--- src/rtl/wdt_pkg.sv ---
package wdt_pkg;
  typedef enum logic {
    KEY_IDLE = 1'b0,
    KEY_HALF = 1'b1
  } key_state_e;

  localparam logic [7:0] KEY_OPEN  = 8'h1E;
  localparam logic [7:0] KEY_CLOSE = 8'hE1;
endpackage

--- src/rtl/wdt_key_detect.sv ---
module wdt_key_detect
  import wdt_pkg::*;
(
  input  logic       clk,
  input  logic       rst_n,
  input  logic       hold,
  input  logic       wr_en,
  input  logic       wr_sel,
  input  logic [7:0] wr_data,
  output logic       kick
);
  key_state_e state_q, state_d;

  always_comb begin
    state_d = state_q;
    kick    = 1'b0;
    if (hold) begin
      state_d = KEY_IDLE;
    end else if (wr_en && !wr_sel) begin
      if (state_q == KEY_HALF && wr_data == KEY_CLOSE) begin
        kick    = 1'b1;
        state_d = KEY_IDLE;
      end else if (state_q == KEY_IDLE && wr_data == KEY_OPEN) begin
        state_d = KEY_HALF;
      end else begin
        state_d = KEY_IDLE;
      end
    end
  end

  always_ff @(posedge clk or negedge rst_n) begin
    if (!rst_n) state_q <= KEY_IDLE;
    else        state_q <= state_d;
  end
endmodule

--- src/rtl/wdt_count_chain.sv ---
module wdt_count_chain #(
  parameter int PRE_W  = 14,
  parameter int PROG_W = 7,
  parameter int SEL_W  = 3
) (
  input  logic             clk,
  input  logic             rst_n,
  input  logic             clr,
  input  logic             adv,
  input  logic [SEL_W-1:0] sel,
  output logic             full
);
  logic [PRE_W-1:0]  pre_q, pre_d;
  logic [PROG_W-1:0] prog_q, prog_d;
  logic [PROG_W-1:0] mask;
  logic              carry;

  always_comb begin
    for (int i = 0; i < PROG_W; i++) begin
      mask[i] = (i < int'(sel));
    end
  end

  assign carry = adv && (&pre_q);
  assign full  = carry && ((prog_q & mask) == mask);

  always_comb begin
    pre_d  = pre_q;
    prog_d = prog_q;
    if (clr) begin
      pre_d  = '0;
      prog_d = '0;
    end else if (adv) begin
      pre_d = pre_q + 1'b1;
      if (carry) prog_d = prog_q + 1'b1;
    end
  end

  always_ff @(posedge clk or negedge rst_n) begin
    if (!rst_n) begin
      pre_q  <= '0;
      prog_q <= '0;
    end else begin
      pre_q  <= pre_d;
      prog_q <= prog_d;
    end
  end
endmodule

--- src/rtl/wdt_pulse_stretch.sv ---
module wdt_pulse_stretch #(
  parameter int PULSE_LEN = 96
) (
  input  logic clk,
  input  logic rst_n,
  input  logic start,
  input  logic osc_tick,
  output logic active
);
  localparam int CNT_W = $clog2(PULSE_LEN + 1);

  logic [CNT_W-1:0] cnt_q, cnt_d;

  always_comb begin
    cnt_d = cnt_q;
    if (cnt_q == '0) begin
      if (start) cnt_d = CNT_W'(PULSE_LEN);
    end else if (osc_tick) begin
      cnt_d = cnt_q - 1'b1;
    end
  end

  always_ff @(posedge clk or negedge rst_n) begin
    if (!rst_n) cnt_q <= '0;
    else        cnt_q <= cnt_d;
  end

  assign active = (cnt_q != '0);
endmodule

--- src/rtl/wdt_seq_timer.sv ---
module wdt_seq_timer #(
  parameter int PRE_W     = 14,
  parameter int PROG_W    = 7,
  parameter int PULSE_LEN = 96
) (
  input  logic       clk,
  input  logic       rst_n,
  input  logic       wr_en,
  input  logic       wr_sel,
  input  logic [7:0] wr_data,
  input  logic       cyc_tick,
  input  logic       osc_tick,
  output logic       rst_pulse
);
  localparam int SEL_W = $clog2(PROG_W + 1);

  logic             kick, full, ovf, clr, adv;
  logic             en_q, en_d;
  logic [SEL_W-1:0] sel_q, sel_d;

  wdt_key_detect u_key (
    .clk     (clk),
    .rst_n   (rst_n),
    .hold    (rst_pulse),
    .wr_en   (wr_en),
    .wr_sel  (wr_sel),
    .wr_data (wr_data),
    .kick    (kick)
  );

  assign adv = en_q && cyc_tick;
  assign ovf = full && !kick;
  assign clr = kick || ovf || !en_q || rst_pulse;

  wdt_count_chain #(.PRE_W(PRE_W), .PROG_W(PROG_W), .SEL_W(SEL_W)) u_chain (
    .clk   (clk),
    .rst_n (rst_n),
    .clr   (clr),
    .adv   (adv),
    .sel   (sel_q),
    .full  (full)
  );

  wdt_pulse_stretch #(.PULSE_LEN(PULSE_LEN)) u_pulse (
    .clk      (clk),
    .rst_n    (rst_n),
    .start    (ovf),
    .osc_tick (osc_tick),
    .active   (rst_pulse)
  );

  always_comb begin
    en_d  = !(ovf || rst_pulse) && (en_q || kick);
    sel_d = (wr_en && wr_sel) ? wr_data[SEL_W-1:0] : sel_q;
  end

  always_ff @(posedge clk or negedge rst_n) begin
    if (!rst_n) begin
      en_q  <= 1'b0;
      sel_q <= '0;
    end else begin
      en_q  <= en_d;
      sel_q <= sel_d;
    end
  end
endmodule

--- config.mk ---
export PLATFORM = sky130hd
export DESIGN_NAME = wdt_seq_timer
export DESIGN_NICKNAME = d
export VERILOG_FILES = /design/src/rtl/wdt_pkg.sv /design/src/rtl/wdt_key_detect.sv /design/src/rtl/wdt_count_chain.sv /design/src/rtl/wdt_pulse_stretch.sv /design/src/rtl/wdt_seq_timer.sv
export SDC_FILE = /design/constraint.sdc
export NUM_CORES = 1
export LEC_CHECK = 0
export BUFFER_PORTS_ARGS = -buffer_cell sky130_fd_sc_hd__buf_2
export CAP_MARGIN = 15
export CORE_MARGIN = 5
export CORE_UTILIZATION = 63
export CTS_CLUSTER_DIAMETER = 40
export DETAILED_ROUTE_END_ITERATION = 6
export PLACE_DENSITY = 0.83
export SLEW_MARGIN = 20
export SYNTH_ARGS = -nofsm -noshare
export SYNTH_HDL_FRONTEND = slang
export SYNTH_HIERARCHICAL = 1
export SYNTH_SLANG_ARGS = --single-unit
--- constraint.sdc ---
create_clock -name clk -period 6.2 [get_ports clk]
set_input_delay 0.62 -clock clk [delete_from_list [all_inputs] [get_ports clk]]
set_output_delay 0.62 -clock clk [all_outputs]
set_load 0.03 [all_outputs]
==> results of run 1 <==
## per-layer routing
layer  GRT usage [%]  part of all wire, %
met2            28.9                   49
met3            6.30                  7.1
met5               0                    0
met4            8.05                  1.2
met1            22.6                   43
## placed cells by master (no fill, tap or decap), types with 3 or more instances in the layout
cell / n
or3_1: 7
nor2_1: 20
mux2_4: 3
a21oi_1: 8
clkbuf_4: 5
nand2_1: 10
mux2i_1: 3
dfrtp_1: 33
nand4_1: 8
nand2b_1: 5
nand3_1: 4
inv_1: 6
xnor2_1: 10
o31ai_1: 3
xor2_1: 4
buf_2: 14
ha_1: 4
nor4_1: 4
nor2b_1: 5
o21ai_0: 10
nor3_1: 3
nand4b_1: 3
## cells by family after synthesis
family	after synthesis
fa+ha+maj	4
flops	33
simple gates	85
buf+inv	12
compound gates	32
xor+xnor	14
mux	6
## sequential cells by signal, summed over array words and instances (netlist names)
name	count
u_chain/pre_q	14
u_chain/prog_q	7
u_pulse/cnt_q	7
sel_q	3
en_q	1
u_key/state_q	1
## stage by stage
stage / hold WS [ns] / std cells
2_1_floorplan: 0.324 / 186
3_3_place_gp: 0.509 / 226
3_5_place_dp: 0.515 / 226
4_1_cts: 0.346 / 232
5_1_grt: 0.380 / 232
6_report: 0.329 / 232
## final cells by class
type	instances	area (um^2)	share of cell area (%)
Multi-Input combinational cell	141	943	48.5
Inverter	7	26.3	1.35
Clock inverter	1	5.00	0.257
Timing Repair Buffer	14	70.1	3.60
Tap cell	31	38.8	1.99
Clock buffer	5	37.5	1.93
Sequential cell	33	826	42.4
## where the power goes
part / leakage, nW / internal [mW] / total [mW] / switching [mW]
Sequential: 0.443 / 0.241 / 0.271 / 0.0304
Clock: 0.0269 / 0.0393 / 0.106 / 0.0667
Combinational: 0.310 / 0.0589 / 0.134 / 0.0752
Total: 0.780 / 0.339 / 0.511 / 0.172
## worst min path at each step
stage | slack (ns) | depth (start not counted) | end
2_1_floorplan | 0.32 | 0 | en_q
3_3_place_gp | 0.51 | 1 | sel_q[0]
4_1_cts | 0.35 | 1 | u_chain/pre_q[10]
3_5_place_dp | 0.52 | 1 | sel_q[1]
5_1_grt | 0.38 | 1 | u_chain/pre_q[10]
6_report | 0.33 | 1 | u_chain/pre_q[10]
## worst max-delay path, stage by stage, from the launching register on
cell and delay (ns):
dfrtp_1 0.44, inv_1 0.12, ha_1 0.17, or4b_1 0.63, nor2_8 0.16, inv_2 0.09, nand2b_1 0.15, nor4_1 0.41
or3_1 0.64, o2111ai_1 0.42, nor4_1 0.38, xnor2_1 0.17, nor2_1 0.06
==> impl_metrics.json, run 1 <==
{
  "cts_buffer_depth": 2,
  "grt_pass1_wl_mm": 5.93,
  "relSlewSlack_pct": 53.1,
  "finalWirelength_mm": 3.51,
  "fin_crit_ns": 3.98,
  "status": "finished clean",
  "synth.most_common_cell": "dfrtp_1",
  "nets": 220,
  "area_delta_synth_final_pct": 6.21,
  "start_kind": "flop",
  "vias": 1453,
  "netlist_top_cells_count": "33 x dfrtp_1, 20 x nor2_1, 10 x nand2_1, 10 x o21ai_0, 10 x xnor2_1",
  "design.die.area_um2": 4090,
  "async_reset_ff_share_pct": 100,
  "viasPerCell": 6.26,
  "synthTopCellsByArea": "dfrtp_1 45%, xnor2_1 4.8%, nor2_1 4.1%, ha_1 2.7%, nand4_1 2.7%",
  "yosys.area.top_type_share_pct": 45.1,
  "synth_edf_count": 0,
  "synth_warnings": 6,
  "grt_antenna_before_repair": 0,
  "irDropWorstVdd_mv": 0.282,
  "grt_pass1_vias": 1404,
  "leakage_nw": 0.780,
  "place.gp.congestion": 0.898,
  "hp-class": "in -> async",
  "synth_xor_area_share_pct": 6.69,
  "synth_nets": 204,
  "core_area_um2": 2780,
  "grt.overflow.total": 0,
  "synthSimpleGateAreaFrac_pct": 27.3,
  "hold_viol": 0,
  "drt_iter0_drc": 80,
  "place_area_um2": 1900,
  "wl_per_cell_um": 15.1,
  "post_cts_resized": 0,
  "power.total_uw": 511,
  "die_w_um": 63.9,
  "synth-compound-area-share_pct": 10.6,
  "power_density_nw_per_um2": 263,
  "synth_area_um2": 1830,
  "ys_types": 45,
  "critPathKind": "reg -> reg",
  "pin_count": 15,
  "stdcell_area_um2": 1950,
  "die_h_um": 63.9,
  "cts_root_buffer": "clkbuf_4",
  "fin_setup_tns_ns": 0,
  "clkTransAtPathRegs_ns": 0.10,
  "crit_start": "u_pulse/cnt_q[0]",
  "synth_top_area_cell": "dfrtp_1",
  "initial_core_util_pct": 65.9,
  "io_buffers": 14,
  "finalSetupViolations": 0,
  "max_cap_viol_count": 0,
  "grt_max_degree": 34,
  "r2r_cells": 12,
  "hold_buffers": 0,
  "drc_errors": 0,
  "fillers": 218,
  "endpoint": "u_chain/pre_q[11]",
  "r2r_setup_slack_ns": 2.22,
  "antennaDiodeCount": 0,
  "final_antenna_net_count": 0,
  "h-tree-depth": 2,
  "cts_tree": "built",
  "worst_ep_required_time_ns": 6.38,
  "dp_hpwl_mm": 2.50,
  "r2r-end": "u_chain/pre_q[11]",
  "cts_made_buffers": 5,
  "arrival_ns": 4.17,
  "yosysSeqAreaShare_pct": 45.1,
  "muxShareOfSynthArea_pct": 4.10,
  "ys_ff_latch": 33,
  "crit_fanout": 23,
  "rsz0062_at_grt": "no",
  "layout_setup_ws_ns": 2.22,
  "synth_ff_type": "dfrtp_1",
  "syn-mean-instance-area_um2": 9.85,
  "rows": 19,
  "postCtsSetupBuffers": 0,
  "place_ws_ns": 2.10,
  "worstMarginPinSlew_ns": 0.703,
  "final.setup_skew_ns": 0.00932,
  "clk_latency_ns": 0.33,
  "utilization_pct": 70.0,
  "synthAdderAreaFrac_pct": 2.73,
  "grt.total_usage_pct": 18.3,
  "slew_violations": 0,
  "fmax_ghz": 0.251,
  "critical_path.endpoint_type": "flop",
  "post-route-period-util_pct": 64.3,
  "synth_top_family_by_area": "simple AND/OR/NAND/NOR gates",
  "synthCells": 186,
  "r2r-start": "u_pulse/cnt_q[0]",
  "drive_gt1_share_pct": 15.9,
  "clkSinkCount": 33,
  "drtPass1Iterations": 4
}
Note: power is estimated with default switching activity, not from simulation.
==> run 2: changes to the inputs <==
CORE_UTILIZATION = 53   (was 63)
PLACE_DENSITY = 0.75   (was 0.83)
clock period = 3.55 ns   (was 6.2 ns; I/O delays follow)
==> run 2 against run 1 <==
  * Register-to-register slack worse by 1.9 ns
  * First-iteration DRC count grew 5.0%
  * Hold slack got worse by 0.26 ns
  * Setup slack worse by 1.9 ns
  * Final area grew 4.4%
  * Non-clock buffer count up 2
  * Via count is 0.69% higher
  * Total power is 97% higher
  * Die area increased by 16%
  * Critical endpoint is now u_chain/pre_q[10]
  * Largest power group unchanged
  * Highest routed layer unchanged
==> impl_metrics.json, run 2 (same netlist as run 1, synthesis figures left out) <==
{
  "pin_count": 15,
  "crit_family": "simple AND/OR/NAND/NOR gates",
  "dp_hpwl_mm": 2.62,
  "vias": 1463,
  "max_cap_viol_count": 0,
  "cts_root_buffer": "clkbuf_4",
  "critical_path.endpoint_type": "flop",
  "fin_crit_ns": 3.25,
  "drc_errors": 0,
  "slowest_stage": "or4_4",
  "final_common_cell": "dfrtp_1",
  "die_w_um": 68.8,
  "grt.total_usage_pct": 17.4,
  "clkSinkCount": 33,
  "hold_viol": 0,
  "finalSetupViolations": 0,
  "initial_core_util_pct": 54.9,
  "utilization_pct": 60.9,
  "relSlewSlack_pct": 51.9,
  "power.total_mw": 1.01,
  "rsz0062_at_grt": "no",
  "cts_made_buffers": 5,
  "fin_setup_tns_ns": 0,
  "worst_ep_required_time_ns": 3.78,
  "r2r_cells": 12,
  "drtPass1Iterations": 4,
  "r2r_setup_slack_ns": 0.30,
  "wl_met3_um": 165,
  "clk_latency_ns": 0.33,
  "reg_top3": "u_chain/pre_q x14, u_chain/prog_q x7, u_pulse/cnt_q x7",
  "slowest_delay_ns": 0.64,
  "power_density_nw_per_um2": 496,
  "cts_buffer_depth": 2,
  "die_h_um": 68.8,
  "final.setup_skew_ns": 0.00543,
  "finalWirelength_mm": 3.62,
  "layout_setup_ws_ns": 0.295,
  "design.die.area_um2": 4730,
  "clkTransAtPathRegs_ns": 0.10,
  "m1WireLength_mm": 1.51,
  "grt_pass1_wl_mm": 6.21,
  "grt_pass1_vias": 1459,
  "r2r-start": "u_chain/pre_q[0]",
  "dr_wl_met2_mm": 1.92,
  "area_delta_synth_final_pct": 10.9,
  "cts_tree": "built",
  "crit_fanout": 22,
  "leakage_nw": 0.810,
  "r2r-end": "u_chain/pre_q[10]",
  "drive_gt1_share_pct": 18.0,
  "io_buffers": 14,
  "slew_violations": 0,
  "viasPerCell": 5.83,
  "worstMarginPinSlew_ns": 0.722,
  "final_antenna_net_count": 0,
  "path_buf_inv": 1,
  "irDropWorstVdd_mv": 0.356,
  "hold_buffers": 0,
  "core_area_um2": 3340,
  "post-route-period-util_pct": 91.7,
  "start_kind": "flop",
  "hp-class": "in -> async",
  "place.gp.congestion": 0.851,
  "dr.max_layer_used": "met4",
  "most-common-layout-cells": "33 x dfrtp_1, 20 x nor2_1, 14 x buf_2",
  "grt_max_degree": 34,
  "fmax_ghz": 0.307,
  "largest_reg_flops": 14,
  "fillers": 286,
  "h-tree-depth": 2,
  "drt_iter0_drc": 84,
  "status": "finished clean",
  "crit_chain": "ha_1 > nand4_2 > or4_4 > nand2b_1 > a221oi_1 > nand2b_1 > or3_1 > buf_4 > nor2_1 > nor4b_1 > xnor2_1 > nor2_1",
  "rows": 21,
  "nets": 222,
  "arrival_ns": 3.48,
  "grt.overflow.total": 0,
  "place_ws_ns": 0.223,
  "top_register": "u_chain/pre_q",
  "wl_per_cell_um": 14.4,
  "antennaDiodeCount": 0,
  "critPathKind": "reg -> reg",
  "grt_antenna_before_repair": 0
}
## run 2: cell types whose count changed in the layout (fill, tap and decap cells not counted), sizes merged
cell,before,now
buf,14,16
bufinv,0,1
clkbuf,5,7
clkinv,1,0
## run 2: how the worst max path moves through the flow
stage / slack (ns) / endpoint / cells past startpoint / startpoint
floorplan: 0.52 / u_chain/pre_q[11] / 13 / u_pulse/cnt_q[0]
global placement: 0.36 / u_chain/pre_q[10] / 13 / u_pulse/cnt_q[0]
detailed placement: 0.22 / u_chain/pre_q[10] / 13 / u_pulse/cnt_q[0]
CTS: 0.22 / u_chain/pre_q[10] / 13 / u_pulse/cnt_q[0]
global route: 0.01 / u_chain/pre_q[10] / 12 / u_chain/pre_q[0]
finish: 0.30 / u_chain/pre_q[10] / 12 / u_chain/pre_q[0]
## run 2: metrics by stage
step | area, um^2 | cells | hold WS, ns
final | 2030 | 251 | 0.0651
after global routing | 2030 | 251 | 0.119
after CTS | 2020 | 251 | 0.0724
after detailed placement | 1940 | 243 | 0.453
after global placement | 1940 | 243 | 0.444
after floorplan | 1830 | 186 | 0.0594
## run 2: power breakdown
part           internal, mW  leakage, nW  total, mW  switching [mW]
logic                 0.107        0.322      0.247           0.139
clock network         0.168       0.0455      0.290           0.122
registers             0.420        0.443      0.472          0.0519
## run 2: area by class of cell
cell class	count	area (um^2)	area share [%]
clock buffer	7	55.1	2.71
clock inverter	1	30.0	1.48
inverter	7	26.3	1.29
multi-input combinational	141	953	46.9
sequential	33	826	40.6
tap	46	57.6	2.83
timing repair buffer	16	85.1	4.18
## run 2: layer usage
metal  GRT usage, %  vias up
met3           4.86        4
met1           19.8      709
li1               -      708
met4           7.06        0
met2           30.6       42
met5              0        -
## run 2: what timing repair did
action,4_1_cts,5_1_grt
gates resized for setup,0,2
buffers inserted,0,0
setup endpoints to repair,0,5
## run 2: worst register-to-register path: cells and delay by family (launching register included)
family / cells / cell delay [ns]
AND/OR/NAND/NOR: 8 / 1.79
flip-flops: 1 / 0.39
AO/OA/AOI/OAI: 1 / 0.32
adder cells (fa/ha/maj): 1 / 0.25
buffers and inverters: 1 / 0.25
XOR/XNOR: 1 / 0.16
==> run 3: changes to the inputs <==
BUFFER_PORTS_ARGS = -buffer_cell sky130_fd_sc_hd__buf_4   (was -buffer_cell sky130_fd_sc_hd__buf_2)
CORE_UTILIZATION = 59   (was 53)
PLACE_DENSITY = 0.79   (was 0.75)
clock period = 3.65 ns   (was 3.55 ns; I/O delays follow)
==> run 3 against run 2 <==
  * Sequential cell count did not move
  * Critical path depth did not move
  * Sequential share of layout area down 0.47 points
  * Critical endpoint is now u_chain/pre_q[11]
  * Critical path type unchanged
  * Combinational power down 3%
  * Clock power down 30%
  * Routed wire length down 1.2%
  * Sequential power decreased by 3%
  * Hold slack better by 0.22 ns
  * Total power shrank 11%
  * First-iteration DRC count is 6.0% higher
  * Highest routed layer unchanged
==> impl_metrics.json, run 3 (same netlist as run 1, synthesis figures left out) <==
{
  "cts_made_buffers": 5,
  "design.die.area_um2": 4320,
  "clk_latency_ns": 0.32,
  "place.gp.congestion": 0.901,
  "reg_top3": "u_chain/pre_q x14, u_chain/prog_q x7, u_pulse/cnt_q x7",
  "hold_viol": 0,
  "io_buffers": 14,
  "crit_start": "u_pulse/cnt_q[0]",
  "r2r_cells": 12,
  "most-common-layout-cells": "33 x dfrtp_1, 20 x nor2_1, 18 x buf_4",
  "leakage_nw": 0.820,
  "core_area_um2": 3030,
  "vias": 1448,
  "clkTransAtPathRegs_ns": 0.09,
  "viasPerCell": 5.77,
  "fmax_ghz": 0.298,
  "postCtsSetupBuffers": 0,
  "start_kind": "flop",
  "status": "finished clean",
  "h-tree-depth": 2,
  "fin_crit_ns": 3.35,
  "critical_path.endpoint_type": "flop",
  "area_delta_synth_final_pct": 12.2,
  "finalWirelength_mm": 3.58,
  "grt.overflow.total": 0,
  "cts_tree": "built",
  "grt_max_degree": 34,
  "max_cap_viol_count": 0,
  "wl_per_cell_um": 14.2,
  "clkSinkCount": 33,
  "drtPass1Iterations": 5,
  "grt_pass1_vias": 1406,
  "r2r-end": "u_chain/pre_q[11]",
  "cts_buffer_depth": 2,
  "die_h_um": 65.7,
  "placedCellCount": 243,
  "post-route-period-util_pct": 91.9,
  "initial_core_util_pct": 60.5,
  "final.setup_skew_ns": 0.00495,
  "largest_reg_flops": 14,
  "r2r_setup_slack_ns": 0.30,
  "r2r-start": "u_pulse/cnt_q[0]",
  "nets": 225,
  "endpoint": "u_chain/pre_q[11]",
  "slew_violations": 0,
  "grt.total_usage_pct": 18.2,
  "fin_setup_tns_ns": 0,
  "hp-class": "in -> reg",
  "finalSetupViolations": 0,
  "finalNonFillerCells": 251,
  "power_density_nw_per_um2": 437,
  "cts_root_buffer": "clkbuf_4",
  "grt_antenna_before_repair": 0,
  "irDropWorstVdd_mv": 0.326,
  "final_common_cell": "dfrtp_1",
  "rsz0062_at_grt": "no",
  "crit_fanout": 8,
  "critPathKind": "reg -> reg",
  "drc_errors": 0,
  "worst_ep_required_time_ns": 3.86,
  "drt_iter0_drc": 89,
  "relSlewSlack_pct": 61.5,
  "holdWs_ns": 0.290,
  "die_w_um": 65.7,
  "final_antenna_net_count": 0,
  "dp_hpwl_mm": 2.56,
  "drive_gt1_share_pct": 17.9,
  "rows": 20,
  "pin_count": 15,
  "worstMarginPinSlew_ns": 0.577,
  "top_register": "u_chain/pre_q",
  "grt_pass1_wl_mm": 6.03,
  "power.total_uw": 898,
  "arrival_ns": 3.57,
  "antennaDiodeCount": 0
}
-- run 3: cell types whose count changed in the layout (fill, tap and decap cells not counted) --
cell           delta
buf_4            +16
buf_2            -14
bufinv_16         -1
dlygate4sd3_1     +1
or4b_1            +1
or4b_4            -1
-- run 3: cell type report --
type / count / area (um^2)
fill: 233 / 971
timing repair buffer: 19 / 145
tap: 44 / 55.1
multi-input combinational: 141 / 950
sequential: 33 / 826
clock buffer: 7 / 55.1
inverter: 7 / 26.3
-- run 3: metal layers --
metal / part of all wire (%) / global-route usage [%] / up-vias / routed length [um]
li1: - / - / 717 / -
met1: 45 / 22.3 / 704 / 1590
met2: 51 / 30.4 / 23 / 1810
met3: 3.9 / 5.13 / 4 / 140
met4: 0.95 / 6.48 / 0 / 34
met5: 0 / 0 / - / 0
-- run 3: worst min-delay path by stage --
stage	startpoint	end	slack, ns	depth (start not counted)
after floorplan	rst_n	en_q	0.07	0
after global placement	rst_n	u_chain/prog_q[6]	0.33	1
after detailed placement	rst_n	u_chain/prog_q[5]	0.33	1
after CTS	wr_data[0]	sel_q[0]	0.27	2
after global routing	wr_data[0]	sel_q[0]	0.26	2
final	wr_data[0]	sel_q[0]	0.29	2
-- run 3: repair_timing --
item	CTS	global route
hold endpoints to repair	33	0
gates resized for setup	0	1
hold buffers	1	0
setup endpoints to repair	0	4
-- run 3: power by group --
part | total [mW] | leakage (nW) | internal (mW) | switching (mW)
clock | 0.202 | 0.0314 | 0.0909 | 0.111
sequential | 0.457 | 0.443 | 0.409 | 0.0482
combinational | 0.239 | 0.346 | 0.105 | 0.134
-- run 3: critical path, cell delays in order, from the launching register on --
cell,delay (ns)
dfrtp_1,0.43
inv_1,0.11
ha_1,0.17
or4b_1,0.62
nor2_8,0.16
inv_2,0.08
nand2b_1,0.16
nor4_2,0.29
or3_1,0.28
o2111ai_1,0.33
nor4_1,0.38
xnor2_1,0.16
nor2_1,0.06
-- run 3: through the flow --
stage | utilization [%] | area [um^2] | setup slack (ns)
2_1_floorplan | - | 1830 | 0.620
3_3_place_gp | 65.6 | 1990 | 0.408
3_5_place_dp | 65.6 | 1990 | 0.217
4_1_cts | 67.7 | 2050 | 0.215
5_1_grt | 67.9 | 2060 | 0.0213
6_report | 67.9 | 2060 | 0.296
